## src/rtl/fsg_pkg.sv

```systemverilog
package fsg_pkg;
  typedef enum logic [1:0] {
    ST_IDLE = 2'd0,
    ST_LOW  = 2'd1,
    ST_HIGH = 2'd2
  } fsg_state_e;
endpackage

```

## src/rtl/fsg_phase_timer.sv

```systemverilog
module fsg_phase_timer #(
  parameter int WAIT_W = 6
) (
  input  logic              clk,
  input  logic              rst_n,
  input  logic              clr,
  input  logic              load,
  input  logic [WAIT_W-1:0] load_val,
  output logic              zero
);
  logic [WAIT_W-1:0] cnt_q;

  always_ff @(posedge clk or negedge rst_n) begin
    if (!rst_n)            cnt_q <= '0;
    else if (clr)          cnt_q <= '0;
    else if (load)         cnt_q <= load_val;
    else if (cnt_q != '0)  cnt_q <= cnt_q - 1'b1;
  end

  assign zero = (cnt_q == '0);
endmodule

```

## src/rtl/fsg_seq.sv

```systemverilog
module fsg_seq #(
  parameter int WAIT_W = 6
) (
  input  logic               clk,
  input  logic               rst_n,
  input  logic               soft_rst,
  input  logic               irq_en,
  input  logic [WAIT_W-1:0]  cfg_wait,
  input  logic               req_valid,
  input  logic               req_write,
  input  logic               rsp_busy,
  input  logic               tm_zero,
  output logic               req_ready,
  output logic               accept,
  output logic               tm_load,
  output logic [WAIT_W-1:0]  tm_val,
  output fsg_pkg::fsg_state_e st,
  output logic               wr_q,
  output logic               low_last,
  output logic               high_last,
  output logic               done,
  output logic               irq,
  output logic               re_n,
  output logic               we_n
);
  import fsg_pkg::*;

  fsg_state_e        st_q;
  logic [WAIT_W-1:0] n_q;

  assign req_ready = (st_q == ST_IDLE) && !rsp_busy && !soft_rst;
  assign accept    = req_valid && req_ready;
  assign low_last  = (st_q == ST_LOW)  && tm_zero;
  assign high_last = (st_q == ST_HIGH) && tm_zero;
  assign tm_load   = accept || low_last;
  assign tm_val    = accept ? cfg_wait : n_q;

  always_ff @(posedge clk or negedge rst_n) begin
    if (!rst_n) begin
      st_q <= ST_IDLE;
      wr_q <= 1'b0;
      n_q  <= '0;
      done <= 1'b0;
      irq  <= 1'b0;
    end else if (soft_rst) begin
      st_q <= ST_IDLE;
      wr_q <= 1'b0;
      n_q  <= '0;
      done <= 1'b0;
      irq  <= 1'b0;
    end else begin
      done <= high_last;
      irq  <= high_last && irq_en;
      unique case (st_q)
        ST_IDLE: if (accept) begin
          st_q <= ST_LOW;
          wr_q <= req_write;
          n_q  <= cfg_wait;
        end
        ST_LOW:  if (tm_zero) st_q <= ST_HIGH;
        ST_HIGH: if (tm_zero) st_q <= ST_IDLE;
        default: st_q <= ST_IDLE;
      endcase
    end
  end

  assign st   = st_q;
  assign re_n = !((st_q == ST_LOW) && !wr_q);
  assign we_n = !((st_q == ST_LOW) &&  wr_q);


  strobe_excl_chk: assert property (@(posedge clk) disable iff (!rst_n)
    re_n || we_n);


  soft_rst_quiet_chk: assert property (@(posedge clk) disable iff (!rst_n)
    soft_rst |=> (re_n && we_n && !done && !irq && st_q == ST_IDLE));


  irq_with_done_chk: assert property (@(posedge clk) disable iff (!rst_n)
    irq |-> done);


  ready_blocked_chk: assert property (@(posedge clk) disable iff (!rst_n)
    (rsp_busy || st_q != ST_IDLE) |-> !req_ready);


  done_after_high_chk: assert property (@(posedge clk) disable iff (!rst_n || soft_rst)
    done |-> $past(st_q == ST_HIGH));
endmodule

```

## src/rtl/fsg_datapath.sv

```systemverilog
module fsg_datapath #(
  parameter int DATA_W = 8
) (
  input  logic              clk,
  input  logic              rst_n,
  input  logic              soft_rst,
  input  logic              accept,
  input  logic [DATA_W-1:0] req_wdata,
  input  logic              wr_q,
  input  logic              low_last,
  input  logic              high_last,
  input  logic [DATA_W-1:0] bus_din,
  input  logic              rsp_ready,
  output logic              rsp_valid,
  output logic [DATA_W-1:0] rsp_rdata,
  output logic [DATA_W-1:0] bus_dout
);
  logic [DATA_W-1:0] wdata_q;
  logic [DATA_W-1:0] rdata_q;
  logic              vld_q;

  always_ff @(posedge clk or negedge rst_n) begin
    if (!rst_n)       wdata_q <= '0;
    else if (accept)  wdata_q <= req_wdata;
  end

  always_ff @(posedge clk or negedge rst_n) begin
    if (!rst_n)                  rdata_q <= '0;
    else if (low_last && !wr_q)  rdata_q <= bus_din;
  end

  always_ff @(posedge clk or negedge rst_n) begin
    if (!rst_n)                   vld_q <= 1'b0;
    else if (soft_rst)            vld_q <= 1'b0;
    else if (high_last && !wr_q)  vld_q <= 1'b1;
    else if (rsp_ready)           vld_q <= 1'b0;
  end

  assign rsp_valid = vld_q;
  assign rsp_rdata = rdata_q;
  assign bus_dout  = wdata_q;


  rsp_hold_chk: assert property (@(posedge clk) disable iff (!rst_n || soft_rst)
    (vld_q && !rsp_ready) |=> (vld_q && $stable(rdata_q)));


  rsp_drop_chk: assert property (@(posedge clk) disable iff (!rst_n)
    soft_rst |=> !vld_q);
endmodule

```

## src/rtl/fsg_ce_ctrl.sv

```systemverilog
module fsg_ce_ctrl (
  input  logic                clk,
  input  logic                rst_n,
  input  logic                soft_rst,
  input  logic                ce_hold,
  input  logic                req_valid,
  input  fsg_pkg::fsg_state_e st,
  output logic                ce_n
);
  import fsg_pkg::*;

  logic keep_q;
  logic busy;

  assign busy = (st != ST_IDLE);

  always_ff @(posedge clk or negedge rst_n) begin
    if (!rst_n)           keep_q <= 1'b0;
    else if (soft_rst)    keep_q <= 1'b0;
    else if (busy)        keep_q <= 1'b1;
    else if (!req_valid)  keep_q <= 1'b0;
  end

  assign ce_n = !(busy || (ce_hold && keep_q && req_valid && !soft_rst));


  ce_idle_release_chk: assert property (@(posedge clk) disable iff (!rst_n)
    (!ce_hold && st == ST_IDLE) |-> ce_n);


  ce_drop_chk: assert property (@(posedge clk) disable iff (!rst_n)
    (st == ST_IDLE && !req_valid) |-> ce_n);
endmodule

```

## src/rtl/flash_strobe_gen.sv

```systemverilog
module flash_strobe_gen #(
  parameter int WAIT_W = 6,
  parameter int DATA_W = 8
) (
  input  logic              clk,
  input  logic              rst_n,
  input  logic              cfg_ce_hold,
  input  logic              cfg_irq_en,
  input  logic              cfg_soft_rst,
  input  logic [WAIT_W-1:0] cfg_wait,
  input  logic              req_valid,
  output logic              req_ready,
  input  logic              req_write,
  input  logic [DATA_W-1:0] req_wdata,
  output logic              rsp_valid,
  input  logic              rsp_ready,
  output logic [DATA_W-1:0] rsp_rdata,
  output logic              xfer_done,
  output logic              irq,
  output logic              bus_re_n,
  output logic              bus_we_n,
  output logic              bus_ce_n,
  output logic              bus_oe,
  output logic [DATA_W-1:0] bus_dout,
  input  logic [DATA_W-1:0] bus_din
);
  import fsg_pkg::*;

  logic              accept, tm_load, tm_zero, wr_q, low_last, high_last;
  logic [WAIT_W-1:0] tm_val;
  fsg_state_e        st;

  fsg_phase_timer #(.WAIT_W(WAIT_W)) u_timer (
    .clk(clk), .rst_n(rst_n), .clr(cfg_soft_rst),
    .load(tm_load), .load_val(tm_val), .zero(tm_zero)
  );

  fsg_seq #(.WAIT_W(WAIT_W)) u_seq (
    .clk(clk), .rst_n(rst_n), .soft_rst(cfg_soft_rst), .irq_en(cfg_irq_en),
    .cfg_wait(cfg_wait), .req_valid(req_valid), .req_write(req_write),
    .rsp_busy(rsp_valid), .tm_zero(tm_zero), .req_ready(req_ready),
    .accept(accept), .tm_load(tm_load), .tm_val(tm_val), .st(st),
    .wr_q(wr_q), .low_last(low_last), .high_last(high_last),
    .done(xfer_done), .irq(irq), .re_n(bus_re_n), .we_n(bus_we_n)
  );

  fsg_datapath #(.DATA_W(DATA_W)) u_data (
    .clk(clk), .rst_n(rst_n), .soft_rst(cfg_soft_rst), .accept(accept),
    .req_wdata(req_wdata), .wr_q(wr_q), .low_last(low_last),
    .high_last(high_last), .bus_din(bus_din), .rsp_ready(rsp_ready),
    .rsp_valid(rsp_valid), .rsp_rdata(rsp_rdata), .bus_dout(bus_dout)
  );

  fsg_ce_ctrl u_ce (
    .clk(clk), .rst_n(rst_n), .soft_rst(cfg_soft_rst), .ce_hold(cfg_ce_hold),
    .req_valid(req_valid), .st(st), .ce_n(bus_ce_n)
  );

  assign bus_oe = wr_q && (st != ST_IDLE);


  oe_with_write_chk: assert property (@(posedge clk) disable iff (!rst_n)
    !bus_we_n |-> bus_oe);
endmodule

```

## config.mk

```make
export PLATFORM = sky130hd
export DESIGN_NAME = flash_strobe_gen
export DESIGN_NICKNAME = d
export VERILOG_FILES = /design/src/rtl/fsg_pkg.sv /design/src/rtl/fsg_phase_timer.sv /design/src/rtl/fsg_seq.sv /design/src/rtl/fsg_datapath.sv /design/src/rtl/fsg_ce_ctrl.sv /design/src/rtl/flash_strobe_gen.sv
export SDC_FILE = /design/constraint.sdc
export NUM_CORES = 1
export LEC_CHECK = 0
export ABC_AREA = 1
export BUFFER_PORTS_ARGS = -buffer_cell sky130_fd_sc_hd__buf_2
export CORE_MARGIN = 5
export CORE_UTILIZATION = 45
export CTS_BUF_LIST = sky130_fd_sc_hd__clkbuf_8 sky130_fd_sc_hd__clkbuf_16
export DETAILED_ROUTE_END_ITERATION = 12
export GPL_TIMING_DRIVEN = 0
export PLACE_DENSITY = 0.71
export SKIP_CTS_REPAIR_TIMING = 1
export SYNTH_ARGS = -nofsm -noshare
export SYNTH_HDL_FRONTEND = slang
export SYNTH_SLANG_ARGS = --single-unit
```

## constraint.sdc

```tcl
create_clock -name clk -period 1.7 [get_ports clk]
set_clock_uncertainty 0.2 [all_clocks]
set_input_delay 0.34 -clock clk [delete_from_list [all_inputs] [get_ports clk]]
set_output_delay 0.34 -clock clk [all_outputs]
set_load 0.01 [all_outputs]
```

==> flow_summary.yaml, run 1 <==
status:
  status: "complete, but fails checks"
  failed_checks: "hold timing, setup timing"
global_routing:
  globalRouteMet3Util_pct: 3.41
  busiest_layer: "met2"
  grtUsageMet2_pct: 26.0
  grt_pass1_wl_mm: 6.34
  grt_max_degree: 36
  grtUsageMet1_pct: 19.8
  gr-usage-all-layers_pct: 15.7
  grt_overflow: 0
  antenna_found_initial: 0
  grt_pass1_vias: 1420
detailed_routing:
  first_pass_iters: 4
  routedWlPerCell_um: 13.3
  viasPerCell: 4.97
  vias: 1575
  drt_wl_total_mm: 4.20
  drc_errors: 0
  first_iter_violations: 100
  ant_nets: 0
critical_path:
  cp_cell_sequence: "nor2_4, o21a_1, buf_2"
  slowest_stage: "dfrtp_2"
  cp_slowest_stage_delay_ps: 450
  worst-path-max-fanout: 5
  rr_startpoint: "u_seq.st[1]"
  critPathCaptureType: "output port"
  cp_num_buf_inv: 1
  crit_type: "reg2out"
  worstPathRequired_ps: 1160
  crit_family: "flip-flops"
  worstRegToRegCells: 6
  cp.arrival_ps: 1200
  cp-start-kind: "flop"
  rrSetupSlack_ps: 30
  reg2reg_to: "u_timer.cnt_q[4]"
timing:
  setup_viol: 3
  min_period_over_period_pct: 103
  max_slew.worst_pin.slew_ps: 765
  final.setup.tns_ps: -105
  min_period_ps: 1740
  max_freq_mhz: 574
  rsz0062_at_grt: "true"
  slew_viol_final: 0
  relSlewSlack_pct: 49.0
  setup_ws_ps: -42.7
  holdWs_ps: -78.0
  hold_viol_final: 35
cells_and_area:
  final_cells: 317
  area_delta_synth_final_pct: 39.5
  fin_util_pct: 64.4
  fin_nets: 300
  diodes: 0
  finalInstanceArea_um2: 2340
  drive_gt1_share_pct: 42.0
synthesis:
  synth_nets: 225
  synth.avg_cell_area_um2: 8.69
  synth_top_area_share_pct: 52.2
  synth_area_leader_cell: "dfrtp_1"
  yosys-top-cells-area: "dfrtp_1 (52%), nand2_1 (16%), nand3_1 (4.2%), nor2_1 (4.0%), inv_1 (2.5%)"
  synthesis.area_um2: 1680
  yosys_warnings: 0
  syn_inst: 193
  ys_ff_latch: 35
  synth_cell_types: 26
  ys_seq_area_share_pct: 52.2
place:
  io_buffers: 53
  routabilityCongestion: 0.733
  placed_cells: 294
  place_hpwl_mm: 2.73
  dpl_worst_slack_ps: -90.6
  place_area_um2: 2000
pwr:
  finalPower_mw: 3.59
  peakVddDrop_v: 0.000758
  leakage_nw: 1.27
  cellPowerDensity_nw_per_um2: 1530
clock_network:
  clkTransAtPathRegs_ps: 70
  h-tree-depth: 2
  numCtsBuffers: 5
  cts_tree: "built"
  insertion_delay_ps: 280
  cts.sinks: 35
  cts_root_buf: "clkbuf_8"
  ctsLongestPathBuffers: 2
floorplanning:
  die_area_um2: 5050
  rows: 22
  core_area_um2: 3630
  die_h_um: 71.1
  io_pins: 54
  die_x_um: 71.1
  initial_core_util_pct: 46.2
worst_hold_path:
  min-delay-path-class: "in2async"
job:
  drv_cap: 0
## kinds of logic after synthesis
group | count (synthesis) | synth area share [%]
compound gates | 13 | 4.85
buf+inv | 17 | 4.33
xor+xnor | 4 | 2.09
flops | 35 | 52.2
fa+ha+maj | 2 | 1.49
simple gates | 122 | 35.0
## worst register-to-register path, delay by kind of cell, from the launching register on
kind	cells	cell delay, ps
buf+inv	1	180
compound gates	2	350
flops	1	450
simple gates	3	430
## metal layers
layer	vias up	part of all wire [%]
li1	769	-
met1	737	42
met2	58	50
met3	11	5.5
met4	0	2.6
met5	-	0
## layout by cell type, fill, tap and decap left out, drive strengths merged, types with 4 or more instances in the layout
cell | synthesis | final
clkbuf | 2 | 8
a21oi | 7 | 7
inv | 13 | 14
nand4 | 5 | 6
nand3 | 16 | 16
dfrtp | 35 | 35
buf | 2 | 69
nor2 | 25 | 26
o21ai | 4 | 4
nand2 | 74 | 74
## flip-flops by register name, indices dropped and copies added, names as in the netlist
name,count
u_data.bus_dout,8
u_data.rsp_rdata,8
u_seq.n_q,6
u_timer.cnt_q,6
u_seq.st,2
u_ce.keep_q,1
u_data.rsp_valid,1
u_seq.done,1
u_seq.irq,1
u_seq.wr_q,1
## worst max path at each step
stage	from	end	slack, ps	depth (start not counted)
final	u_seq.st[1]	bus_ce_n	-40	3
after global routing	u_seq.st[0]	bus_ce_n	-100	3
after CTS	u_seq.wr_q	bus_oe	-210	4
after detailed placement	u_timer.cnt_q[0]	u_data.rsp_rdata[2]	-90	7
after global placement	u_timer.cnt_q[0]	u_data.rsp_rdata[5]	-90	7
after floorplan	u_timer.cnt_q[0]	u_data.rsp_rdata[0]	130	7
## cell usage after synthesis, drive strengths merged
cell	n
inv	13
o31ai	1
xor2	3
nand2	74
nor2	25
nor3	1
dfrtp	35
a21oi	7
clkbuf	2
o21a	1
nor3b	1
buf	2
xnor2	1
nand3	16
o21ai	4
ha	2
nand4	5
## where the power goes
group          internal (mW)  total (mW)  switching (mW)
logic                  0.709        1.66           0.951
registers               1.10        1.28           0.179
clock network          0.364       0.648           0.284
## layout make-up
class / instances / area [um^2]
fillers: 316 / 1290
flip-flops and latches: 35 / 877
multi-input cells: 143 / 841
repair buffers: 66 / 380
clock buffers: 7 / 96.3
well taps: 48 / 60.1
inverters: 13 / 48.8
plain buffers: 4 / 33.8
clock inverters: 1 / 3.75
Power figures use the tool's default switching activity.
==> run 2, diff against run 1 <==
--- a/config.mk
+++ b/config.mk
@@ -6,13 +6,13 @@
 export NUM_CORES = 1
 export LEC_CHECK = 0
 export ABC_AREA = 1
-export BUFFER_PORTS_ARGS = -buffer_cell sky130_fd_sc_hd__buf_2
+export BUFFER_PORTS_ARGS = -buffer_cell sky130_fd_sc_hd__buf_4
 export CORE_MARGIN = 5
-export CORE_UTILIZATION = 45
+export CORE_UTILIZATION = 44
 export CTS_BUF_LIST = sky130_fd_sc_hd__clkbuf_8 sky130_fd_sc_hd__clkbuf_16
 export DETAILED_ROUTE_END_ITERATION = 12
 export GPL_TIMING_DRIVEN = 0
-export PLACE_DENSITY = 0.71
+export PLACE_DENSITY = 0.7
 export SKIP_CTS_REPAIR_TIMING = 1
 export SYNTH_ARGS = -nofsm -noshare
 export SYNTH_HDL_FRONTEND = slang
==> constraint.sdc (replaced) <==
create_clock -name clk -period 2 [get_ports clk]
set_clock_uncertainty 0.2 [all_clocks]
set_input_delay 0.4 -clock clk [delete_from_list [all_inputs] [get_ports clk]]
set_output_delay 0.4 -clock clk [all_outputs]
set_load 0.01 [all_outputs]
==> run 2 against run 1 <==
Compared with the run above: the run now ends clean; critical path depth rose by 1; wire length decreased by 13%; sequential power decreased by 16%; die area increased by 2.0%; combinational power down 23%; hold slack improved by 190 ps; core utilization down 3.8 points; clock power is 30% lower; largest cell class unchanged; largest power group unchanged.
==> flow_summary.yaml, run 2 (synthesized netlist as in run 1, its figures left out) <==
status:
  status: "complete, no violations"
detailed_routing:
  vias: 1413
  viasPerCell: 4.66
  first_iter_violations: 84
  first_pass_iters: 4
  ant_nets: 0
  routedWlPerCell_um: 12.1
  drc_errors: 0
  drt_wl_total_mm: 3.67
floorplanning:
  die_h_um: 71.8
  initial_core_util_pct: 45.5
  core_area_um2: 3690
  die_x_um: 71.8
  io_pins: 54
  die_area_um2: 5150
  rows: 22
cells_and_area:
  fin_util_pct: 60.6
  diodes: 0
  num-fill-cells: 341
  drive_gt1_share_pct: 31.0
  area_delta_synth_final_pct: 33.2
  final_cells: 303
  layout_commonest_cell: "nand2_1"
  fin_nets: 288
  final_cell_mix: "nand2_1 (71), buf_4 (55), dfrtp_1 (35)"
pwr:
  cellPowerDensity_nw_per_um2: 1250
  peakVddDrop_v: 0.000685
  finalPower_mw: 2.80
  leakage_nw: 1.21
job:
  drv_cap: 0
global_routing:
  grt_max_degree: 36
  gr-usage-all-layers_pct: 15.8
  grt_pass1_vias: 1394
  antenna_found_initial: 0
  grt_pass1_wl_mm: 6.37
  grt_overflow: 0
critical_path:
  cp.arrival_ps: 1250
  critPathCaptureType: "output port"
  cp_slowest_stage_delay_ps: 390
  worst-path-max-fanout: 10
  cp_cell_sequence: "inv_1, clkbuf_2, nand2_1, buf_4"
  worstPathRequired_ps: 1400
  cp_num_buf_inv: 3
  cp-start-kind: "flop"
  crit_family: "buffers and inverters"
  slowest_stage: "dfrtp_1"
  crit_type: "reg2out"
timing:
  rsz0062_at_grt: "false"
  max_slew.worst_pin.slew_ps: 443
  hold_viol_final: 0
  max_freq_mhz: 539
  holdWs_ps: 112
  relSlewSlack_pct: 70.5
  setup_viol: 0
  slew_viol_final: 0
  setup_ws_ps: 145
  min_period_ps: 1850
  min_period_over_period_pct: 92.7
clock_network:
  h-tree-depth: 2
  cts_root_buf: "clkbuf_8"
  insertion_delay_ps: 280
  numCtsBuffers: 5
  ctsLongestPathBuffers: 2
  cts_tree: "built"
  cts.sinks: 35
  clkTransAtPathRegs_ps: 60
place:
  place_hpwl_mm: 2.77
  routabilityCongestion: 0.746
  dpl_worst_slack_ps: 205
  placed_cells: 294
  io_buffers: 53
worst_hold_path:
  min-delay-path-class: "in2reg"
## run 2: final cells by class
cell class,instances,area (um^2),area share [%]
Timing Repair Buffer,56,423,18.9
Sequential cell,35,876,39.2
Clock buffer,5,68.8,3.08
Clock inverter,1,3.75,0.168
Multi-Input combinational cell,141,729,32.6
Tap cell,48,60.1,2.69
Buffer,4,25.0,1.12
Inverter,13,48.8,2.18
## run 2: per-stage QoR
step	setup TNS [ps]	instance area [um^2]
finish	0	2230
global route	0	2230
CTS	-75.4	2210
detailed placement	0	2140
global placement	0	2140
floorplan	0	1680
## run 2: worst paths after layout
check                                    startpoint             endpoint  slack [ps]  cells after the start
min in group asynchronous                     rst_n         u_seq.n_q[0]         400                      2
worst min-delay path                   req_wdata[3]   u_data.bus_dout[3]         110                      3
worst min register to register  u_data.rsp_rdata[7]  u_data.rsp_rdata[7]         270                      2
worst max register to register     u_timer.cnt_q[0]  u_data.rsp_rdata[3]         200                      7
worst max-delay path                     u_seq.wr_q             bus_re_n         150                      4
max in group asynchronous                     rst_n          u_seq.st[0]         890                      2
## run 2: worst min-delay path: stages
cell and delay [ps]:
buf_4 70, nand2_1 40, nand2_1 50
## run 2: layer usage
layer / share of wire, % / track usage (%) / wire length (um)
met1: 45 / 20.6 / 1650
met2: 47 / 24.0 / 1720
met3: 6.6 / 5.75 / 244
met4: 1.6 / 5.64 / 58
met5: 0 / 0 / 0
## run 2: report_power, final
group,switching [mW],leakage [nW],internal [mW]
clock,0.226,0.0413,0.226
combinational,0.701,0.718,0.565
sequential,0.145,0.452,0.936
total,1.07,1.21,1.73
==> run 3, diff against run 2 <==
--- a/config.mk
+++ b/config.mk
@@ -12,8 +12,9 @@
 export CTS_BUF_LIST = sky130_fd_sc_hd__clkbuf_8 sky130_fd_sc_hd__clkbuf_16
 export DETAILED_ROUTE_END_ITERATION = 12
 export GPL_TIMING_DRIVEN = 0
-export PLACE_DENSITY = 0.7
+export PLACE_DENSITY = 0.69
 export SKIP_CTS_REPAIR_TIMING = 1
 export SYNTH_ARGS = -nofsm -noshare
 export SYNTH_HDL_FRONTEND = slang
+export SYNTH_HIERARCHICAL = 1
 export SYNTH_SLANG_ARGS = --single-unit
==> run 3 against run 2 <==
Compared with the run above: the flow now finishes with violations (setup timing); hold slack improved by 4.5 ps; sequential power about the same; critical path depth rose by 7; global-route usage down 0.51 points; clock power is 21% higher; cell area is 12% higher; first-iteration DRC count shrank 61%; sequential share of layout area decreased by 4.3 points.
==> flow_summary.yaml, run 3 <==
status:
  status: "complete, but fails checks"
  failed_checks: "setup timing"
global_routing:
  antenna_found_initial: 0
  gr-usage-all-layers_pct: 15.2
  grt_max_degree: 36
  grt_pass1_vias: 1458
  grt_overflow: 0
  grt_pass1_wl_mm: 6.35
synthesis:
  synth-xor-area-share_pct: 0.496
  synth_top_family_by_area: "simple AND/OR/NAND/NOR gates"
  synth-main-ff-cell: "dfrtp_1"
  synth_top_area_share_pct: 49.6
  synth.area.mux_share_pct: 0
  synth_area_leader_cell: "dfrtp_1"
  synth_edf_count: 0
  yosys-top-cells-area: "dfrtp_1 (50%), nand2_1 (14%), inv_1 (8.7%), nand3_1 (4.5%), nor2_1 (4.5%)"
  yosys.area_share.adder_pct: 1.42
  ys_ff_latch: 35
  synth_simple_gate_area_share_pct: 31.8
  ys_seq_area_share_pct: 49.6
  synth_commonest_cells: "nand2_1 (68), inv_1 (41), dfrtp_1 (35)"
  synth_nets: 258
  synth.avg_cell_area_um2: 7.81
  yosys_warnings: 6
  syn_inst: 226
  synth_cell_types: 28
  synthesis.area_um2: 1770
  synth_compound_area_share_pct: 5.67
  async_reset_ff_share_pct: 100
  post-synth-top-count-cell: "nand2_1"
critical_path:
  worst-path-max-fanout: 5
  worstPathRequired_ps: 2000
  cp.arrival_ps: 2150
  critPathCaptureType: "flop"
  cp-start-kind: "flop"
  worstRegToRegCells: 11
  crit_type: "reg2reg"
cells_and_area:
  drive_gt1_share_pct: 34.3
  final_cell_mix: "buf_4 (65), nand2_1 (65), inv_1 (39)"
  diodes: 0
  num-fill-cells: 363
  fin_nets: 331
  area_delta_synth_final_pct: 42.2
timing:
  relSlewSlack_pct: 67.7
  min_period_over_period_pct: 107
  setup_ws_ps: -144
  final.setup.tns_ps: -454
  max_freq_mhz: 467
  min_period_ps: 2140
  hold_viol_final: 0
  slew_viol_final: 0
  rsz0062_at_grt: "true"
  max_slew.worst_pin.slew_ps: 485
  setup_viol: 6
detailed_routing:
  drc_errors: 0
  ant_nets: 0
  viasPerCell: 4.59
  vias: 1606
  drt_wl_total_mm: 4.05
  first_iter_violations: 33
  routedWlPerCell_um: 11.6
  first_pass_iters: 4
job:
  drv_cap: 0
clock_network:
  clkTransAtPathRegs_ps: 60
  cts_tree: "built"
  cts_root_buf: "clkbuf_8"
  ctsLongestPathBuffers: 2
  numCtsBuffers: 5
  cts.sinks: 35
  insertion_delay_ps: 280
  h-tree-depth: 2
place:
  io_buffers: 53
  place_hpwl_mm: 2.84
  dpl_worst_slack_ps: -211
  routabilityCongestion: 0.766
floorplanning:
  initial_core_util_pct: 44.8
  die_x_um: 73.3
  io_pins: 54
  rows: 23
  core_area_um2: 3940
  die_area_um2: 5380
  die_h_um: 73.3
pwr:
  clockPowerShare_pct: 17.0
  combinationalPowerShare_pct: 48.9
  finalPower_mw: 3.24
  switching_share_pct: 38.0
  p_int_mw: 2.01
  power_switching_mw: 1.23
  sequentialPowerShare_pct: 34.1
  leakage_nw: 1.38
  cellPowerDensity_nw_per_um2: 1290
  peakVddDrop_v: 0.000545
worst_hold_path:
  min_path_cells: 3
  min-delay-path-class: "in2reg"
[run 3: changes by cell type after synthesis, sizes merged, moves of 2 or more]
cell,delta
nand3,+2
o21ai,+9
nand2,-4
inv,+33
a21oi,-3
nand4,-2
xor2,-2
or2,+3
[run 3: cell type report]
| cell class | instances | area, um^2 | share of cell area [%] |
|---|---|---|---|
| plain buffers | 3 | 22.5 | 0.897 |
| flip-flops and latches | 35 | 877 | 34.9 |
| well taps | 50 | 62.6 | 2.49 |
| inverters | 46 | 173 | 6.88 |
| repair buffers | 66 | 502 | 20.0 |
| multi-input cells | 142 | 774 | 30.8 |
| clock buffers | 7 | 96.3 | 3.84 |
| clock inverters | 1 | 3.75 | 0.149 |
[run 3: critical path, stage by stage (launching register included)]
cell	delay, ps
dfrtp_1	390
inv_2	110
ha_4	140
nand2_4	50
nor4_4	310
inv_2	110
o21ai_4	240
buf_4	180
nand2_2	70
o21ai_2	70
nand3_2	90
o21ai_1	100
[run 3: power groups by stage]
stage / sequential [mW] / clock [mW] / combinational [mW]
2_1_floorplan: 1.18 / 0 / 0.753
3_3_place_gp: 1.11 / 0 / 1.30
3_5_place_dp: 1.11 / 0 / 1.32
4_1_cts: 1.10 / 0.572 / 1.32
5_1_grt: 1.14 / 0.600 / 1.76
6_report: 1.10 / 0.549 / 1.58
[run 3: metrics by stage]
| step | utilization, % | cell area [um^2] | std cells | hold WS [ps] |
|---|---|---|---|---|
| 2_1_floorplan | - | 1790 | 226 | -95.6 |
| 3_3_place_gp | 57.1 | 2250 | 329 | 183 |
| 3_5_place_dp | 57.1 | 2250 | 329 | 182 |
| 4_1_cts | 59.7 | 2350 | 337 | -133 |
| 5_1_grt | 63.7 | 2510 | 350 | 118 |
| 6_report | 63.7 | 2510 | 350 | 117 |
[run 3: kinds of logic after synthesis]
kind of cell,count (synthesis)
AOI/OAI and AO/OA,19
adders and majority gates,2
buffers and inverters,49
DFF,35
xor gates and xnor gates,1
and+or+nand+nor,120
[run 3: final timing paths]
kind | from | endpoint | slack (ps)
worst max-delay path | u_timer/cnt_q[0] | u_timer/cnt_q[1] | -140
worst min-delay path | req_write | u_seq/wr_q | 120
worst max register to register | u_timer/cnt_q[0] | u_timer/cnt_q[1] | -140
worst min register to register | u_data/rsp_rdata[0] | u_data/rsp_rdata[0] | 270
max in group asynchronous | rst_n | u_seq/st[0] | 860
min in group asynchronous | rst_n | u_data/bus_dout[5] | 400
[run 3: layer usage]
metal | share of wire (%) | GRT usage [%] | vias to the layer above
met4 | 1.3 | 7.85 | 0
met5 | 0 | 0 | -
met3 | 6.3 | 3.01 | 6
met2 | 50 | 25.9 | 40
met1 | 42 | 18.2 | 728
li1 | - | - | 832
